File: src/rtl/wdog_pkg.sv
package wdog_pkg;
    typedef enum logic [2:0] {
        WD_OFF,
        WD_RUN,
        WD_IDLE,
        WD_HALT,
        WD_WAKE
    } wd_state_e;
endpackage

File: src/rtl/wdog_mode_fsm.sv
module wdog_mode_fsm
    import wdog_pkg::*;
(
    input  logic      clk,
    input  logic      rst_n,
    input  logic      en,
    input  logic      pd,
    input  logic      idle,
    input  logic      wake_n,
    output wd_state_e state_q,
    output logic      cnt_go
);
    wd_state_e state_d;
    wd_state_e live_st;

    assign live_st = idle ? WD_IDLE : WD_RUN;

    always_ff @(posedge clk or negedge rst_n) begin
        if (!rst_n) state_q <= WD_OFF;
        else        state_q <= state_d;
    end

    always_comb begin
        state_d = state_q;
        unique case (state_q)
            WD_OFF: begin
                if (en) state_d = pd ? WD_HALT : live_st;
            end
            WD_RUN, WD_IDLE: begin
                if (!en)     state_d = WD_OFF;
                else if (pd) state_d = WD_HALT;
                else         state_d = live_st;
            end
            WD_HALT: begin
                if (!en)     state_d = WD_OFF;
                else if (!pd) state_d = wake_n ? live_st : WD_WAKE;
            end
            WD_WAKE: begin
                if (!en)         state_d = WD_OFF;
                else if (pd)     state_d = WD_HALT;
                else if (wake_n) state_d = live_st;
            end
            default: state_d = WD_OFF;
        endcase
    end

    always_comb begin
        unique case (state_q)
            WD_RUN, WD_IDLE: cnt_go = en;
            default:         cnt_go = 1'b0;
        endcase
    end
endmodule

File: src/rtl/wdog_sel_reg.sv
module wdog_sel_reg #(
    parameter int SEL_W = 3
) (
    input  logic             clk,
    input  logic             rst_n,
    input  logic             wr_en,
    input  logic [SEL_W-1:0] wr_data,
    output logic [SEL_W-1:0] sel_q,
    output logic             sel_chg
);
    assign sel_chg = wr_en && (wr_data != sel_q);

    always_ff @(posedge clk or negedge rst_n) begin
        if (!rst_n)       sel_q <= '0;
        else if (wr_en)   sel_q <= wr_data;
    end
endmodule

File: src/rtl/wdog_counter.sv
module wdog_counter #(
    parameter int BASE_EXP = 14,
    parameter int SEL_W    = 3,
    parameter int CNT_W    = BASE_EXP + (1 << SEL_W) - 1
) (
    input  logic             clk,
    input  logic             rst_n,
    input  logic             en,
    input  logic             tick,
    input  logic             kick,
    input  logic             sel_chg,
    input  logic             cnt_go,
    input  logic [SEL_W-1:0] sel,
    output logic [CNT_W-1:0] cnt_q,
    output logic             fire_q
);
    localparam int NSEL = 1 << SEL_W;

    logic [CNT_W-1:0] last_tab [NSEL];
    logic [CNT_W-1:0] last_step;
    logic             clr;

    generate
        for (genvar g = 0; g < NSEL; g++) begin : g_term
            localparam logic [CNT_W:0] ONE_HOT = (CNT_W+1)'(1) << (BASE_EXP + g);
            assign last_tab[g] = CNT_W'(ONE_HOT - (CNT_W+1)'(2));
        end
    endgenerate

    assign last_step = last_tab[sel];
    assign clr       = kick || sel_chg || !en;

    always_ff @(posedge clk or negedge rst_n) begin
        if (!rst_n) begin
            cnt_q  <= '0;
            fire_q <= 1'b0;
        end else begin
            fire_q <= 1'b0;
            if (clr) begin
                cnt_q <= '0;
            end else if (cnt_go && tick) begin
                if (cnt_q == last_step) begin
                    cnt_q  <= '0;
                    fire_q <= 1'b1;
                end else begin
                    cnt_q <= cnt_q + 1'b1;
                end
            end
        end
    end
endmodule

File: src/rtl/wdog_timer.sv
module wdog_timer
    import wdog_pkg::*;
#(
    parameter int BASE_EXP = 14,
    parameter int SEL_W    = 3
) (
    input  logic             clk,
    input  logic             rst_n,
    input  logic             tick_en,
    input  logic             sel_wr_en,
    input  logic [SEL_W-1:0] sel_wr_data,
    input  logic             kick,
    input  logic             wdt_en,
    input  logic             pd_mode,
    input  logic             idle_mode,
    input  logic             wake_n,
    output logic             wdt_rst
);
    localparam int CNT_W = BASE_EXP + (1 << SEL_W) - 1;

    wd_state_e        state_q;
    logic             cnt_go;
    logic [SEL_W-1:0] sel_q;
    logic             sel_chg;
    logic [CNT_W-1:0] cnt_q;

    wdog_mode_fsm u_fsm (
        .clk     (clk),
        .rst_n   (rst_n),
        .en      (wdt_en),
        .pd      (pd_mode),
        .idle    (idle_mode),
        .wake_n  (wake_n),
        .state_q (state_q),
        .cnt_go  (cnt_go)
    );

    wdog_sel_reg #(.SEL_W(SEL_W)) u_sel (
        .clk     (clk),
        .rst_n   (rst_n),
        .wr_en   (sel_wr_en),
        .wr_data (sel_wr_data),
        .sel_q   (sel_q),
        .sel_chg (sel_chg)
    );

    wdog_counter #(.BASE_EXP(BASE_EXP), .SEL_W(SEL_W), .CNT_W(CNT_W)) u_cnt (
        .clk     (clk),
        .rst_n   (rst_n),
        .en      (wdt_en),
        .tick    (tick_en),
        .kick    (kick),
        .sel_chg (sel_chg),
        .cnt_go  (cnt_go),
        .sel     (sel_q),
        .cnt_q   (cnt_q),
        .fire_q  (wdt_rst)
    );
endmodule

File: config.mk
export PLATFORM = sky130hd
export DESIGN_NAME = wdog_timer
export DESIGN_NICKNAME = d
export VERILOG_FILES = /design/src/rtl/wdog_pkg.sv /design/src/rtl/wdog_mode_fsm.sv /design/src/rtl/wdog_sel_reg.sv /design/src/rtl/wdog_counter.sv /design/src/rtl/wdog_timer.sv
export SDC_FILE = /design/constraint.sdc
export NUM_CORES = 1
export LEC_CHECK = 0
export BUFFER_PORTS_ARGS = -buffer_cell sky130_fd_sc_hd__buf_2
export CAP_MARGIN = 10
export CORE_ASPECT_RATIO = 1.75
export CORE_MARGIN = 3
export CORE_UTILIZATION = 56
export CTS_BUF_LIST = sky130_fd_sc_hd__clkbuf_4
export DETAILED_ROUTE_END_ITERATION = 16
export GPL_ROUTABILITY_DRIVEN = 0
export PLACE_DENSITY = 0.81
export SLEW_MARGIN = 10
export SYNTH_ARGS = -nofsm -noshare
export SYNTH_HDL_FRONTEND = slang
export SYNTH_HIERARCHICAL = 1
export SYNTH_SLANG_ARGS = --single-unit
File: constraint.sdc
create_clock -name clk -period 2.4 [get_ports clk]
set_input_delay 0.6 -clock clk [delete_from_list [all_inputs] [get_ports clk]]
set_output_delay 0.6 -clock clk [all_outputs]
set_load 0.03 [all_outputs]
# Word-level counts from Yosys, hierarchy flattened
# Memory sizes are Yosys's and may differ from the RTL's.
# Cells that the tools add are included.
[word_totals] register_bits=28 romBits=168 input_bits=12 wordCells=46 n_memories=1
[memory_table] memory="(no name shown)" words=8 width=21 rd=1 rd_ports_with_merged_regs=0 write_ports=0 line="wdog_counter.sv:30" rtl="assign last_step = last_tab[sel];"
[classes] addsub=1 order_cmp=1 eq_ne=9 n_mux=20 n_bitwise=1 reduce_logical=9
[ops] op="$mux W21" n=5
[ops] op="$mux W3" n=9
[ops] op="$add A21 B1 Y21 const B" n=1
[ops] op="$eq A21 B21 Y1" n=1
[ops] op="$pmux W3 S4" n=1
[ops] op="$eq A3 B2 Y1 const B" n=2
[ops] op="$ge A4 B4 Y1 const B" n=1
[ops] op="$mux W1" n=4
[ops] op="$ne A4 B4 Y1 const B" n=1
[ops] op="$not A3 Y4" n=1
[ops] op="$eq A3 B1 Y1 const B" n=1
[ops] op="$eq A3 B3 Y1 const B" n=1
[ops] op="$logic_not A3 Y1" n=1
[ops] op="$ne A3 B3 Y1" n=1
[ops] op="$ne A3 B3 Y1 const B" n=1
[ops] op="$reduce_and A3 Y1" n=1
[ops] op="$logic_and A1 B1 Y1" n=2
[ops] op="$logic_or A1 B1 Y1" n=2
[ops] op="$mux W2" n=1
[ops] op="$ne A2 B2 Y1 const B" n=1
[ops] op="$reduce_bool A2 Y1" n=1
[ops] op="$reduce_or A2 Y1" n=1
[ops] op="$logic_not A1 Y1" n=1

# Depth between registers and ports, before layout
[depth] depth_word=8 ltp_mapped=9 depth_no_buf=7

# Hierarchy
# Netlist, hierarchy kept.
[modules_own_cells] module="wdog_counter" instances=1 cells_per_inst=148 area_each_um2=1351.3
[modules_own_cells] module="wdog_mode_fsm" instances=1 cells_per_inst=24 area_each_um2=225.2
[modules_own_cells] module="wdog_sel_reg" instances=1 cells_per_inst=10 area_each_um2=143.9

# Least setup slack after synthesis
# OpenSTA, ideal clock, no wires.
[synth_timing] path_kind="in2reg" startpoint="input port sel_wr_data[0]" endpoint="register u_cnt.cnt_q[19]" setup_ns=0.086 arrival_time_ns=2.391 path_slack_ns=-0.077 cell_stages=8 cell_sequence="xor2_1 o31a_1 or3b_2 clkbuf_1 o2111ai_1 nor4_1 xnor2_1 nor3_1"
[synth_between] elab_chain_cells=5 word_cells_on_any_way=6 cone_classes="eq/ne (1); mux (1); reduce/logical (4)"
[synth_rtl] item="from (decl)" line="wdog_timer.sv:11" rtl="input logic [SEL_W-1:0] sel_wr_data,"
[synth_rtl] item="$ne A3 B3 Y1 *" line="wdog_sel_reg.sv:11" rtl="assign sel_chg = wr_en && (wr_data != sel_q);"
[synth_rtl] item="$logic_and A1 B1 Y1 *" line="wdog_sel_reg.sv:11"
[synth_rtl] item="via sel_chg" line="wdog_timer.sv:24" rtl="logic sel_chg;"
[synth_rtl] item="$logic_or A1 B1 Y1 * (2 in series)" line="wdog_counter.sv:31" rtl="assign clr = kick || sel_chg || !en;"
[synth_rtl] item="$mux W21 / $reduce_bool A2 Y1 (equally long branches)"
[synth_rtl] item="to (signal assigned)" line="wdog_counter.sv:46" rtl="cnt_q <= cnt_q + 1'b1;"
[synth_rtl] item="to (decl)" line="wdog_counter.sv:14" rtl="output logic [CNT_W-1:0] cnt_q,"
# Mark *: on every way through the listed nets, which the timed path passes. The rest lies on a longest branch.
# A chain may end at the register's enable or synchronous reset.

# Final worst setup path
[layout_timing] startpoint="register u_sel.sel_q[0]" endpoint="register u_cnt.cnt_q[19]"
[layout_between] word_cells_on_any_way=13 cone_classes="eq/ne (2); mux (5); bitwise (1); reduce/logical (4); memory (1)"
[layout_lines] item="from (decl)" line="wdog_sel_reg.sv:8" rtl="output logic [SEL_W-1:0] sel_q,"
[layout_lines] item="from (signal assigned)" line="wdog_sel_reg.sv:15" rtl="else if (wr_en) sel_q <= wr_data;"
[layout_lines] item="$ne A3 B3 Y1 *" line="wdog_sel_reg.sv:11"
[layout_lines] item="$logic_and A1 B1 Y1 *" line="wdog_sel_reg.sv:11"
[layout_lines] item="via sel_chg" line="wdog_timer.sv:24"
[layout_lines] item="$logic_or A1 B1 Y1 * (2 in series)" line="wdog_counter.sv:31"
[layout_lines] item="$mux W21 / $reduce_bool A2 Y1 (equally long branches)"
# Mark *: on every way through the listed nets, which the timed path passes. The rest lies on a longest branch. The select of a mux whose other input is x is not followed.

==> summary.md <==
| Metric | Value |
|---|---|
| Run status | `finished clean` |
| Clk_lat worst skew | `0.33 ns` |
| Seq/Total Area, Yosys | `0.4073` |
| Global-route wire length before repair | `6265 microns` |
| Syn Area/Cell | `9.453 sq um` |
| Arrival time worst endpoint | `2.51 ns` |
| Final Hold Viols | `0` |
| Area grow syn2layout | `7.491%` |
| Initial antenna violation count | `0` |
| Worst hold path type | `in -> async` |
| Die area | `3799 sq um` |
| Largest net degree at the start of global routing | `29` |
| IR Drop Worst-Case VDD | `0.0003624 V` |
| Post-CTS Resized | `0` |
| Vias in the first global route | `1456` |
| Vias per cell | `6.311` |
| Distinct cells, synth | `44` |
| Pleak | `0.7060 nW` |
| R2r setup slk | `0.15 ns` |
| Final instance area | `1849 sq um` |
| Clk pin slew, worst setup/hold paths | `0.15 ns` |
| Initial Utilization | `0.5876` |
| Post-CTS Setup Bufs | `0` |
| Total gr overflow | `0` |
| GRT Util Overall | `0.2208` |
| Cts bufs inserted | `3` |
| CTS tree | `built` |
| Max FO, Critical Path | `7` |
| Power Total | `0.8041 mW` |
| Worst Setup End Kind | `register` |
| Worst slew pin tran | `0.6240 ns` |
| Final Non-Filler Cells | `225` |
| Pwr Density | `434.8 nW/um^2` |
| Rows | `26` |
| IO Pins | `13` |
| Comb pwr share | `0.136` |
| Die height | `79.32 microns` |
| Post-DRT Antenna Nets | `0` |
| Post-synth EDFFs | `0` |
| Routed WL | `3709 microns` |
| Slew Viols, Final | `0` |
| CP startpoint kind | `register` |
| Post-synth top cells | `28 x dfrtp_1, 25 x nor3_1, 16 x xnor2_1, 10 x a21oi_1, 9 x nand2_1` |
| Switching Fraction | `0.2630` |
| Ys flop type | `dfrtp_1` |
| Slew Limit Headroom | `0.5840` |
| Remaining DRCs | `0` |
| ANT cells | `0` |
| Clock Power Share | `0.251` |
| Placed Area | `1823 sq um` |
| Placed insts | `221` |
| Post-DP HPWL | `2687 microns` |
| Period utilisation layout | `0.9366` |
| Share of cells above drive strength 1 | `0.1624` |
| Synth Cell Area | `1720 sq um` |
| Cells after Synth | `182` |
| Sinks on Clock Net | `28` |
| 1st-iter DRT viols | `65` |
| Post-synth top area share | `0.4073` |
| Worst hold slack | `0.2599 ns` |
| Die Wd | `47.90 microns` |
| Unrepaired setup endpoints after global routing | `false` |
| Via count | `1420` |
| Tmin final | `2.248 ns` |
| Hold_buf cts | `0` |
| Crit path kind | `reg -> reg` |
| Int Pwr | `0.5926 mW` |
| Final setup fails | `0` |
| Reg2reg start | `u_sel/sel_q[0]$_DFFE_PN0P_` |
| Core ar. | `2928 sq um` |
| Root Buffer | `clkbuf_4` |
| Yosys reg bits | `28` |
| Net Sw Power | `0.2115 mW` |
| Max_cap viols | `0` |
| Ys Warns | `6` |
| Fmax | `444.8 MHz` |
| Nets@finish | `212` |
| Crit path required time | `2.66 ns` |
| Clock skew | `0.003777 ns` |
| Syn nets | `196` |
| Largest cells by area after synthesis | `dfrtp_1 41%, xnor2_1 8.1%, nor3_1 7.3%, a21oi_1 2.9%, buf_6 2.6%` |
| Worst R2R End | `u_cnt/cnt_q[19]$_DFFE_PN0P_` |
| Port bufs | `12` |
| Count leader, synth | `dfrtp_1` |
| Ys async rst share | `1.000` |
| DR WL/cell | `16.48 microns` |
| Sequential share of power | `0.613` |
| Largest area contributor in the netlist | `dfrtp_1` |
| H-tree levels | `1` |
| Worst reg2reg path depth | `7` |
| Clk buf depth | `2` |
| Drt pass-1 iters | `4` |
## kinds of logic after synthesis
family                   count (synthesis)  share of synthesized area
multiplexers                             4                    0.02545
adder cells (fa/ha/maj)                  3                    0.02109
AO/OA/AOI/OAI                           35                     0.1440
flip-flops                              28                     0.4073
buffers and inverters                   16                    0.05309
XOR/XNOR                                21                     0.1069
AND/OR/NAND/NOR                         75                     0.2422
## worst max-delay path, stage by stage (launching register included)
cell	delay [ns]
dfrtp_1	0.42
xor2_1	0.17
o31a_1	0.28
or3b_2	0.55
o2111ai_2	0.35
nor4_1	0.13
xnor2_1	0.14
nor3_1	0.14
## cell usage in the layout (no fill, tap or decap), types with 3 or more instances in the layout
cell,n
a21oi_1,10
and2_1,4
buf_2,12
buf_4,8
clkbuf_4,3
dfrtp_1,28
inv_1,7
nand2_1,9
nand2b_1,4
nand3_1,6
nor2_1,8
nor3_1,25
nor4_1,4
o2111ai_1,3
o21bai_1,3
o22ai_1,3
xnor2_1,16
xor2_1,5
## state kept, by name (all words and copies together), names as in the netlist
register,cells
u_cnt/fire_q,1
u_cnt/cnt_q,21
u_fsm/state_q,3
u_sel/sel_q,3
## worst max-delay path by stage
| stage | from | end | slack (ns) | cells past startpoint |
|---|---|---|---|---|
| 5_1_grt | u_sel/sel_q[0]$_DFFE_PN0P_ | u_cnt/cnt_q[19]$_DFFE_PN0P_ | 0.03 | 7 |
| 4_1_cts | u_sel/sel_q[0]$_DFFE_PN0P_ | u_cnt/cnt_q[13]$_DFFE_PN0P_ | 0.17 | 7 |
| 3_5_place_dp | sel_wr_data[0] | u_cnt/cnt_q[13]$_DFFE_PN0P_ | -0.10 | 8 |
| 6_report | u_sel/sel_q[0]$_DFFE_PN0P_ | u_cnt/cnt_q[19]$_DFFE_PN0P_ | 0.15 | 7 |
| 3_3_place_gp | sel_wr_data[0] | u_cnt/cnt_q[19]$_DFFE_PN0P_ | -0.07 | 8 |
| 2_1_floorplan | sel_wr_data[0] | u_cnt/cnt_q[20]$_DFFE_PN0P_ | -0.02 | 8 |
## power by group through the flow
stage	Combinational, mW	Clock, mW	Sequential, mW
after CTS	0.110	0.210	0.493
after floorplan	0.0770	0	0.499
after global routing	0.121	0.229	0.495
final	0.109	0.202	0.493
after detailed placement	0.109	0	0.502
after global placement	0.104	0	0.500
## per-stage QoR
| step | setup slack [ns] | util | setup TNS [ns] |
|---|---|---|---|
| floorplan | -0.01607 | - | -0.01787 |
| global placement | -0.06652 | 0.6227 | -0.4812 |
| detailed placement | -0.1022 | 0.6227 | -1.029 |
| CTS | 0.1664 | 0.6316 | 0 |
| global route | 0.02750 | 0.6316 | 0 |
| finish | 0.1520 | 0.6316 | 0 |
## layer usage
layer / global-route usage / up-vias / part of all wire
li1: - / 698 / -
met1: 0.2554 / 679 / 0.39
met2: 0.3912 / 39 / 0.57
met3: 0.02268 / 4 / 0.036
met4: 0.07817 / 0 / 0.0097
met5: 0 / - / 0
## cell type report
cell class              count  area (sq um)
flip-flops and latches     28         700.7
multi-input cells         138         940.9
clock buffers               3         22.52
inverters                   7         26.28
fillers                   257          1079
repair buffers             20         120.1
well taps                  28         35.03
clock inverters             1         3.754
Power figures use the tool's default switching activity.
